**src/rtl/irq_lvl_pkg.sv**
```systemverilog
package irq_lvl_pkg;

    localparam int NLVL_D      = 16;
    localparam int SOFT_W_D    = 17;
    localparam int TT_W_D      = 9;
    localparam int TL_W_D      = 3;
    localparam int TICK_BIT_D  = 0;
    localparam int STICK_BIT_D = 16;
    localparam int TIMER_LVL_D = 14;
    localparam int EXT_BASE_D  = 'h040;
    localparam int GRP_LSB_D   = 4;

    typedef enum logic [1:0] {
        ACT_HOLD  = 2'd0,
        ACT_CLEAR = 2'd1,
        ACT_RAISE = 2'd2
    } act_e;

    // Decide what the output register does this cycle.
    function automatic act_e pick_action(
        input logic busy,
        input logic any_above,
        input logic en,
        input logic req_now,
        input logic blocked,
        input logic differs
    );
        act_e a;
        a = ACT_HOLD;
        if (busy)
            a = ACT_HOLD;
        else if (!any_above)
            a = req_now ? ACT_CLEAR : ACT_HOLD;
        else if (en)
            a = (!blocked && differs) ? ACT_RAISE : ACT_HOLD;
        else
            a = req_now ? ACT_CLEAR : ACT_HOLD;
        return a;
    endfunction

endpackage

```
**src/rtl/ilr_pend_merge.sv**
```systemverilog
module ilr_pend_merge #(
    parameter int NLVL      = 16,
    parameter int SOFT_W    = 17,
    parameter int TICK_BIT  = 0,
    parameter int STICK_BIT = 16,
    parameter int TIMER_LVL = 14
) (
    input  logic [NLVL-1:0]   lvl_in,
    input  logic [SOFT_W-1:0] soft_int,
    output logic [NLVL-1:0]   pend
);
    localparam int SW_USED = (SOFT_W < NLVL) ? SOFT_W : NLVL;

    logic [NLVL-1:0] soft_lvls;
    logic            timer_hit;

    always_comb begin
        soft_lvls = '0;
        for (int i = 0; i < SW_USED; i++) begin
            if (i != TICK_BIT && i != STICK_BIT)
                soft_lvls[i] = soft_int[i];
        end
    end

    assign timer_hit = soft_int[TICK_BIT] | soft_int[STICK_BIT];

    always_comb begin
        pend = lvl_in | soft_lvls;
        if (timer_hit)
            pend[TIMER_LVL] = 1'b1;
    end
endmodule

```
**src/rtl/ilr_scan.sv**
```systemverilog
module ilr_scan #(
    parameter int NLVL  = 16,
    parameter int LVL_W = 4
) (
    input  logic [NLVL-1:0]  pend,
    input  logic [LVL_W-1:0] cur_lvl,
    output logic             any_above,
    output logic [LVL_W-1:0] win_lvl
);
    logic [NLVL-1:0] above_mask;

    for (genvar g = 0; g < NLVL; g++) begin : g_mask
        assign above_mask[g] = (g > int'(cur_lvl));
    end

    assign any_above = |(pend & above_mask);

    // Ascending scan: the last hit is the highest level.
    always_comb begin
        win_lvl = '0;
        for (int i = 0; i < NLVL; i++) begin
            if (pend[i] && above_mask[i])
                win_lvl = LVL_W'(i);
        end
    end
endmodule

```
**src/rtl/ilr_nest_gate.sv**
```systemverilog
module ilr_nest_gate #(
    parameter int TT_W     = 9,
    parameter int TL_W     = 3,
    parameter int LVL_W    = 4,
    parameter int EXT_BASE = 'h040,
    parameter int GRP_LSB  = 4
) (
    input  logic [LVL_W-1:0] win_lvl,
    input  logic [TL_W-1:0]  trap_lvl,
    input  logic [TT_W-1:0]  cur_tt,
    output logic [TT_W-1:0]  win_tt,
    output logic             blocked
);
    localparam logic [TT_W-1:0] BASE = TT_W'(EXT_BASE);

    logic in_group;

    assign win_tt   = BASE | TT_W'(win_lvl);
    assign in_group = (cur_tt[TT_W-1:GRP_LSB] == BASE[TT_W-1:GRP_LSB]);
    assign blocked  = (trap_lvl != '0) && in_group && (cur_tt > win_tt);
endmodule

```
**src/rtl/irq_level_resolver.sv**
```systemverilog
module irq_level_resolver
    import irq_lvl_pkg::*;
#(
    parameter int NLVL      = NLVL_D,
    parameter int SOFT_W    = SOFT_W_D,
    parameter int TT_W      = TT_W_D,
    parameter int TL_W      = TL_W_D,
    parameter int TICK_BIT  = TICK_BIT_D,
    parameter int STICK_BIT = STICK_BIT_D,
    parameter int TIMER_LVL = TIMER_LVL_D,
    parameter int EXT_BASE  = EXT_BASE_D,
    parameter int GRP_LSB   = GRP_LSB_D
) (
    input  logic                         clk,
    input  logic                         rst,
    input  logic [NLVL-1:0]              lvl_in,
    input  logic [SOFT_W-1:0]            soft_int,
    input  logic [$clog2(NLVL)-1:0]      cur_lvl,
    input  logic                         int_en,
    input  logic                         vec_busy,
    input  logic [TL_W-1:0]              trap_lvl,
    input  logic [TT_W-1:0]              cur_tt,
    output logic                         irq_req,
    output logic [TT_W-1:0]              irq_tt
);
    localparam int LVL_W = $clog2(NLVL);

    logic [NLVL-1:0]  pend;
    logic             any_above;
    logic [LVL_W-1:0] win_lvl;
    logic [TT_W-1:0]  win_tt;
    logic             blocked;
    act_e             act;

    ilr_pend_merge #(
        .NLVL(NLVL), .SOFT_W(SOFT_W), .TICK_BIT(TICK_BIT),
        .STICK_BIT(STICK_BIT), .TIMER_LVL(TIMER_LVL)
    ) u_merge (
        .lvl_in(lvl_in), .soft_int(soft_int), .pend(pend)
    );

    ilr_scan #(.NLVL(NLVL), .LVL_W(LVL_W)) u_scan (
        .pend(pend), .cur_lvl(cur_lvl),
        .any_above(any_above), .win_lvl(win_lvl)
    );

    ilr_nest_gate #(
        .TT_W(TT_W), .TL_W(TL_W), .LVL_W(LVL_W),
        .EXT_BASE(EXT_BASE), .GRP_LSB(GRP_LSB)
    ) u_gate (
        .win_lvl(win_lvl), .trap_lvl(trap_lvl), .cur_tt(cur_tt),
        .win_tt(win_tt), .blocked(blocked)
    );

    assign act = pick_action(vec_busy, any_above, int_en, irq_req,
                             blocked, win_tt != irq_tt);

    always_ff @(posedge clk) begin
        if (rst) begin
            irq_req <= 1'b0;
            irq_tt  <= '0;
        end else begin
            case (act)
                ACT_CLEAR: begin
                    irq_req <= 1'b0;
                    irq_tt  <= '0;
                end
                ACT_RAISE: begin
                    irq_req <= 1'b1;
                    irq_tt  <= win_tt;
                end
                default: ;
            endcase
        end
    end

    // a busy vector freezes the outputs
    a_r4_busy_hold: assert property (@(posedge clk) disable iff (rst)
        vec_busy |=> ($stable(irq_req) && $stable(irq_tt)));

    // no active request means a zero index
    a_r5_idle_zero: assert property (@(posedge clk) disable iff (rst)
        !irq_req |-> (irq_tt == '0));

    // an active index always lies in the external group, level nonzero
    a_r6_idx_group: assert property (@(posedge clk) disable iff (rst)
        irq_req |-> ((irq_tt[TT_W-1:GRP_LSB] == EXT_BASE[TT_W-1:GRP_LSB])
                     && (irq_tt[LVL_W-1:0] != '0)));

    // a new index comes from a level above the sampled current level
    a_r6_above_cur: assert property (@(posedge clk) disable iff (rst)
        (irq_req && !$stable(irq_tt)) |-> (irq_tt[LVL_W-1:0] > $past(cur_lvl)));

    // a request only rises while interrupts were enabled
    a_r9_raise_needs_en: assert property (@(posedge clk) disable iff (rst)
        $rose(irq_req) |-> $past(int_en));
endmodule

```
**config.mk**
```make
export PLATFORM = sky130hd
export DESIGN_NAME = irq_level_resolver
export DESIGN_NICKNAME = d
export VERILOG_FILES = /design/src/rtl/irq_lvl_pkg.sv /design/src/rtl/ilr_pend_merge.sv /design/src/rtl/ilr_scan.sv /design/src/rtl/ilr_nest_gate.sv /design/src/rtl/irq_level_resolver.sv
export SDC_FILE = /design/constraint.sdc
export NUM_CORES = 1
export LEC_CHECK = 0
export ABC_AREA = 1
export CAP_MARGIN = 10
export CORE_UTILIZATION = 30
export CTS_CLUSTER_SIZE = 40
export DETAILED_ROUTE_END_ITERATION = 6
export GPL_ROUTABILITY_DRIVEN = 0
export PLACE_DENSITY = 0.76
export SYNTH_ARGS = -nofsm -noshare
export SYNTH_HDL_FRONTEND = slang
export SYNTH_SLANG_ARGS = --single-unit
export TNS_END_PERCENT = 30
```
**constraint.sdc**
```tcl
create_clock -name clk -period 3.65 [get_ports clk]
set_input_delay 1.095 -clock clk [delete_from_list [all_inputs] [get_ports clk]]
set_output_delay 1.095 -clock clk [all_outputs]
set_load 0.03 [all_outputs]
```
* Yosys cells after proc, flatten, opt, wreduce, memory -nomap -nowiden
Index checks and enable logic that the tools add are counted.
Widths: inputs -> output; s select.
** Cells by class
- Bitwise gates (word level) :: 3
- Order comparisons :: 16
- Multiplexer cells :: 23
- Eq/ne operators :: 4
- Reductions and logical operators :: 22
** Operator list (count)
- $mux 4 :: 14
- $gt 4x4->1 const A :: 8
- $logic_and 1x1->1 :: 18
- $pmux 9 s2 :: 1
- $and 16x16->16 :: 1
- $gt 3x4->1 const A :: 4
- $or 16x16->16 :: 1
- $reduce_or 16->1 :: 1
- $gt 9x7->1 :: 1
- $ne 7x9->1 :: 1
- $gt 2x4->1 const A :: 2
- $mux 2 :: 4
- $eq 5x3->1 const B :: 1
- $gt 1x4->1 const A :: 1
- $mux 1 :: 3
- $reduce_bool 3->1 :: 1
- $eq 2x1->1 const B :: 1
- $eq 2x2->1 const B :: 1
- $pmux 1 s2 :: 1
- $reduce_bool 2->1 :: 1
- $logic_not 1->1 :: 1
- $or 1x1->1 :: 1
** Storage, ports and cells
- Logic and storage cells :: 70
- Input bits :: 53
- Flip-flop bits (word level) :: 10
- Output and inout bits :: 10

* Depth between registers and ports, before layout
- Word-level depth :: 27
- Mapped depth :: 31
- Gate-level depth less buffers :: 31

* By module
A second synthesis with hierarchy kept.
** Second synthesis, totals
- Cells, all modules :: 198
- Area total of the unflattened synthesis :: 1157.4 µm²
** By module, submodules not included
- irq_level_resolver :: cells an instance 81, sequential area each 200.2 µm², instances 1, area each 556.8 µm²
- ilr_scan :: cells an instance 61, sequential area each 0.0 µm², instances 1, area each 272.8 µm²
- ilr_nest_gate :: cells an instance 38, sequential area each 0.0 µm², instances 1, area each 221.5 µm²
- ilr_pend_merge :: cells an instance 18, sequential area each 0.0 µm², instances 1, area each 106.4 µm²

* Worst setup path after synthesis
No wires, ideal clock.
- Path kind :: in2reg
- Start :: in cur_lvl[1]
- End :: reg irq_tt[0]
- Library setup time :: 66 ps
- Setup slack :: 56 ps
- Arrival time :: 3528 ps
- Cell stages on the path :: 30
- Buffers on the path :: 0
- Required time :: 3584 ps
- Path through :: nor2_2 nand2_1 nor2_2 nand2_1 nand2_1 nand2_1 nand2_1 nand2_1 nand2_1 nand2_1 nand2_1 nand2_1 nand2_1 nand2_1 nand2_1 nand2_2 nand2_4 ha_1 inv_1 a21oi_1 nor2_1 o21ai_0 a211oi_1 nor3_1 nand2_1 inv_1 ha_1 nor2_1 nand2_1 a21oi_2
** On the way
- Longest elaborated chain between the ends :: 27
- Elaborated cells between the ends (all ways) :: 60
- Classes of those cells :: 16 x order compare; 3 x eq/ne; 20 x mux; 1 x bitwise; 20 x reduce/logical
** RTL lines
- from (decl) :: RTL line irq_level_resolver.sv:18 : input logic [$clog2(NLVL)-1:0] cur_lvl,
- $gt 1x4->1 :: RTL line ilr_scan.sv:13 : assign above_mask[g] = (g > int'(cur_lvl));
- $logic_and 1x1->1 :: RTL line ilr_scan.sv:22 : if (pend[i] && above_mask[i])
- $mux 1 :: RTL line ilr_scan.sv:22
- $mux 4 (14 in a row) :: RTL line ilr_scan.sv:22
- $gt 9x7->1 :: RTL line ilr_nest_gate.sv:20 : assign blocked = (trap_lvl != '0) && in_group && (cur_tt > win_tt);
- $logic_and 1x1->1 :: RTL line ilr_nest_gate.sv:20
- $logic_not 1->1 :: RTL line irq_lvl_pkg.sv:35 : a = (!blocked && differs) ? ACT_RAISE : ACT_HOLD;
- $logic_and 1x1->1 :: RTL line irq_lvl_pkg.sv:35
- $mux 2 :: RTL line irq_lvl_pkg.sv:35
- $mux 2 :: RTL line irq_lvl_pkg.sv:34 : else if (en)
- $mux 2 :: RTL line irq_lvl_pkg.sv:32 : else if (!any_above)
- $mux 2 :: RTL line irq_lvl_pkg.sv:30 : if (busy)
- $eq 2x2->1 / $eq 2x1->1 (equally long branches) :: RTL line irq_level_resolver.sv:63 : case (act)
- $pmux 9 s2 / $reduce_bool 2->1 (equally long branches)
- to (signal assigned) :: RTL line irq_level_resolver.sv:70 : irq_tt <= win_tt;
- to (decl) :: RTL line irq_level_resolver.sv:24 : output logic [TT_W-1:0] irq_tt
Several ways; a longest one is shown, not always the timed one. The select of a mux whose other input is x is not followed.
A chain may end at the register's enable or synchronous reset.

* Worst setup path after layout
- Start :: in soft_int[9]
- End :: reg irq_tt[6]
** On the way
- Longest elaborated chain between the ends :: 19
- Elaborated cells between the ends (all ways) :: 24
- Classes of those cells :: 1 x order compare; 3 x eq/ne; 12 x mux; 2 x bitwise; 6 x reduce/logical
** RTL lines
- from (decl) :: RTL line irq_level_resolver.sv:17 : input logic [SOFT_W-1:0] soft_int,
- $or 16x16->16 * :: RTL line ilr_pend_merge.sv:28 : pend = lvl_in | soft_lvls;
- $logic_and 1x1->1 :: RTL line ilr_scan.sv:22
- $mux 4 (7 in a row) :: RTL line ilr_scan.sv:22
- $gt 9x7->1 :: RTL line ilr_nest_gate.sv:20
- $logic_and 1x1->1 :: RTL line ilr_nest_gate.sv:20
- $logic_not 1->1 :: RTL line irq_lvl_pkg.sv:35
- $logic_and 1x1->1 :: RTL line irq_lvl_pkg.sv:35
- $mux 2 :: RTL line irq_lvl_pkg.sv:35
- $mux 2 :: RTL line irq_lvl_pkg.sv:34
- $mux 2 * :: RTL line irq_lvl_pkg.sv:32
- $mux 2 * :: RTL line irq_lvl_pkg.sv:30
- $eq 2x2->1 / $eq 2x1->1 (equally long branches) :: RTL line irq_level_resolver.sv:63
- $pmux 9 s2 / $reduce_bool 2->1 (equally long branches)
Mark *: on every way between the ends. The rest lies on a longest branch, timed or not. The select of a mux whose other input is x is not followed.

==> out/metrics.cfg <==
[outcome]
status=finished, violations left
violations=setup timing

[setup_path]
worstPathRequired_ns=3.81
reg2reg_depth=13
rr_endpoint=irq_tt[6]
cp_max_fo=4
rrSetupSlack_ns=1.75
crit_type=input pin to flip-flop
arrival_ns=4.00
reg2reg_from=irq_tt[3]
endpoint_kind=flip-flop
start_kind=input pin

[place]
dp.final_hpwl_um=2470
placed_area_um2=1630
dpl_worst_slack_ns=-0.824
port-buffer-count=57

[sta]
drv_slew=0
setup_slack_ns=-0.191
whs_ns=0.504
hold_viol=0
rsz0062_at_grt=yes
period_share_pct=105
timing.final.crit_period_ns=3.84
clock_skew_ns=0.00924
finalSetupViolations=5
fmax_mhz=260

[floorplanning]
start_util_pct=32.5
num_rows=18
io_pins=63
die-area_um2=2940
die_y_um=54.3
die_w_um=54.3
core_um2=2520

[worst_hold_path]
min_to=irq_tt[3]
holdCritStartpoint=irq_tt[3]
min_path_cells=2
hold_class=flip-flop to flip-flop

[finish]
largestRegisters=irq_tt x5
nets=299
antenna_cells=0
final_core_util_pct=77.1
drive_gt1_share_pct=41.4
area_growth_syn_to_layout_pct=137
largest-register=irq_tt
num-fill-cells=174
design_area_um2=1940
largest_reg_flops=5

[route]
drt-pass1-iter-count=4
via_per_inst=5.03
wl_per_cell_um=14.2
vias=1354
initialDrtViolationCount=43
drc=0
drtAntennaViolNets=0
wl_um=3830

[clock_network]
clock_latency_ns=0.24
cts_tree=built
clockBufferDepth=2
cts-root-buf=clkbuf_4
clkTransAtPathRegs_ns=0.05
cts.htree.levels=1
numCtsBuffers=3
postCtsHoldBufs=0
clock_sinks=5

[synthesis]
synth_edf_count=0
synth.area.top_cells=nand2_1 17%, dfxtp_1 12%, ha_1 9.2%
yosysTopAreaCell=nand2_1
netlist_area_um2=820
ys.flop_type=dfxtp_1
yosys.area.top_type_share_pct=17.4
seq_area_frac_synth_pct=12.2
synth_cell_types=28
syn_avg_cell_area_um2=6.12
synth_cells=134
async_flop_share_pct=0
ys_ff_latch=5
yosysMostFrequentCell=nand2_1
synth-warning-count=0
netlist_top_cells_count=38 x nand2_1, 18 x inv_1, 8 x nor2_1

[power]
irDropWorstVdd_mv=0.193
total_leakage_power_uw=0.000871
power.density_nw_per_um2=169

[global_route]
track_usage_pct=23.1
grt-ovfl-total=0
grt_pass1_wl_um=5040
grt_max_degree=8
grt_pass1_vias=1230
antenna_found_initial=0

[job]
maxCapViolations=0

## critical path: stages
cell and delay [ns]:
clkdlybuf4s50_1 0.43, o221ai_1 0.26, nand2_1 0.20, o21bai_4 0.18, buf_4 0.12, buf_4 0.09, buf_4 0.09, buf_4 0.09
buf_4 0.09, buf_4 0.10, nand2_1 0.05, nand3_1 0.08, nand2_1 0.08, nor2_1 0.13, nand3_1 0.12, nand2_1 0.09
inv_2 0.05, ha_4 0.30, buf_6 0.11, nand2_1 0.08, a21oi_1 0.17
## cell usage in the layout (no fill, tap or decap), types with 2 or more instances in the layout
cell type        instances
o21ai_1                  2
conb_1                   4
nand2_4                  2
buf_8                    2
dlygate4sd2_1           12
nor2_4                   4
nand2_2                  9
ha_4                     3
clkbuf_4                 3
nand4_1                  4
nor3_1                   2
a21oi_1                  2
clkdlybuf4s50_1         39
nor2_1                   6
nand3_2                  2
dfxtp_1                  5
nand3_1                  6
clkdlybuf4s15_1          2
nor2_2                   2
inv_1                   14
nand2_1                 31
ha_1                     3
a21oi_2                  6
buf_4                   43
o221ai_2                 5
buf_6                    5
inv_2                    6
## area by class of cell
class                      instances  area, um2  area share (%)
multi-input combinational        107        781            40.2
inverter                          20       75.1            3.86
clock buffer                       4       26.3            1.35
tap                               30       37.5            1.93
sequential                         5        100            5.15
timing repair buffer             103        925            47.6
## repair_timing
action	4_1_cts	5_1_grt
buffers inserted	11	5
pin swaps	40	35
gates resized for setup	61	24
endpoints found under the setup margin	5	5
## cell families after synthesis
group	Yosys count	share of synthesized area, %
simple gates	72	41.2
compound gates	25	23.2
buf+inv	25	13.7
fa+ha+maj	6	9.16
flops	5	12.2
other cells	1	0.458
## through the flow
step	total power (uW)	instances	setup TNS [ns]
2_1_floorplan	122	137	0
3_3_place_gp	212	249	-3.04
3_5_place_dp	217	249	-3.81
4_1_cts	304	264	0
5_1_grt	348	269	-1.28
6_report	328	269	-0.719
## power by group
part,switching (uW),internal (uW)
sequential,2.05,56.5
combinational,87.0,117
clock,23.5,41.4
total,113,215
## per-layer routing
metal  part of all wire, %  GRT usage (%)  vias up
met5                     0              0        -
met4                   1.7           6.84        0
met3                   5.7           4.17        9
met2                    54           42.1       62
met1                    39           27.1      631
li1                      -              -      652
## worst max-delay path by stage
stage                     cells past startpoint        end        start  slack (ns)
after global routing                         17  irq_tt[0]  soft_int[9]       -0.27
after global placement                       19  irq_tt[0]   cur_lvl[3]       -0.65
after floorplan                              30  irq_tt[0]   cur_lvl[1]        0.06
final                                        21  irq_tt[6]  soft_int[9]       -0.19
after detailed placement                     19  irq_tt[1]   cur_lvl[3]       -0.82
after CTS                                    31  irq_tt[1]   cur_lvl[2]       0.005
Note: power is estimated with default switching activity, not from simulation.
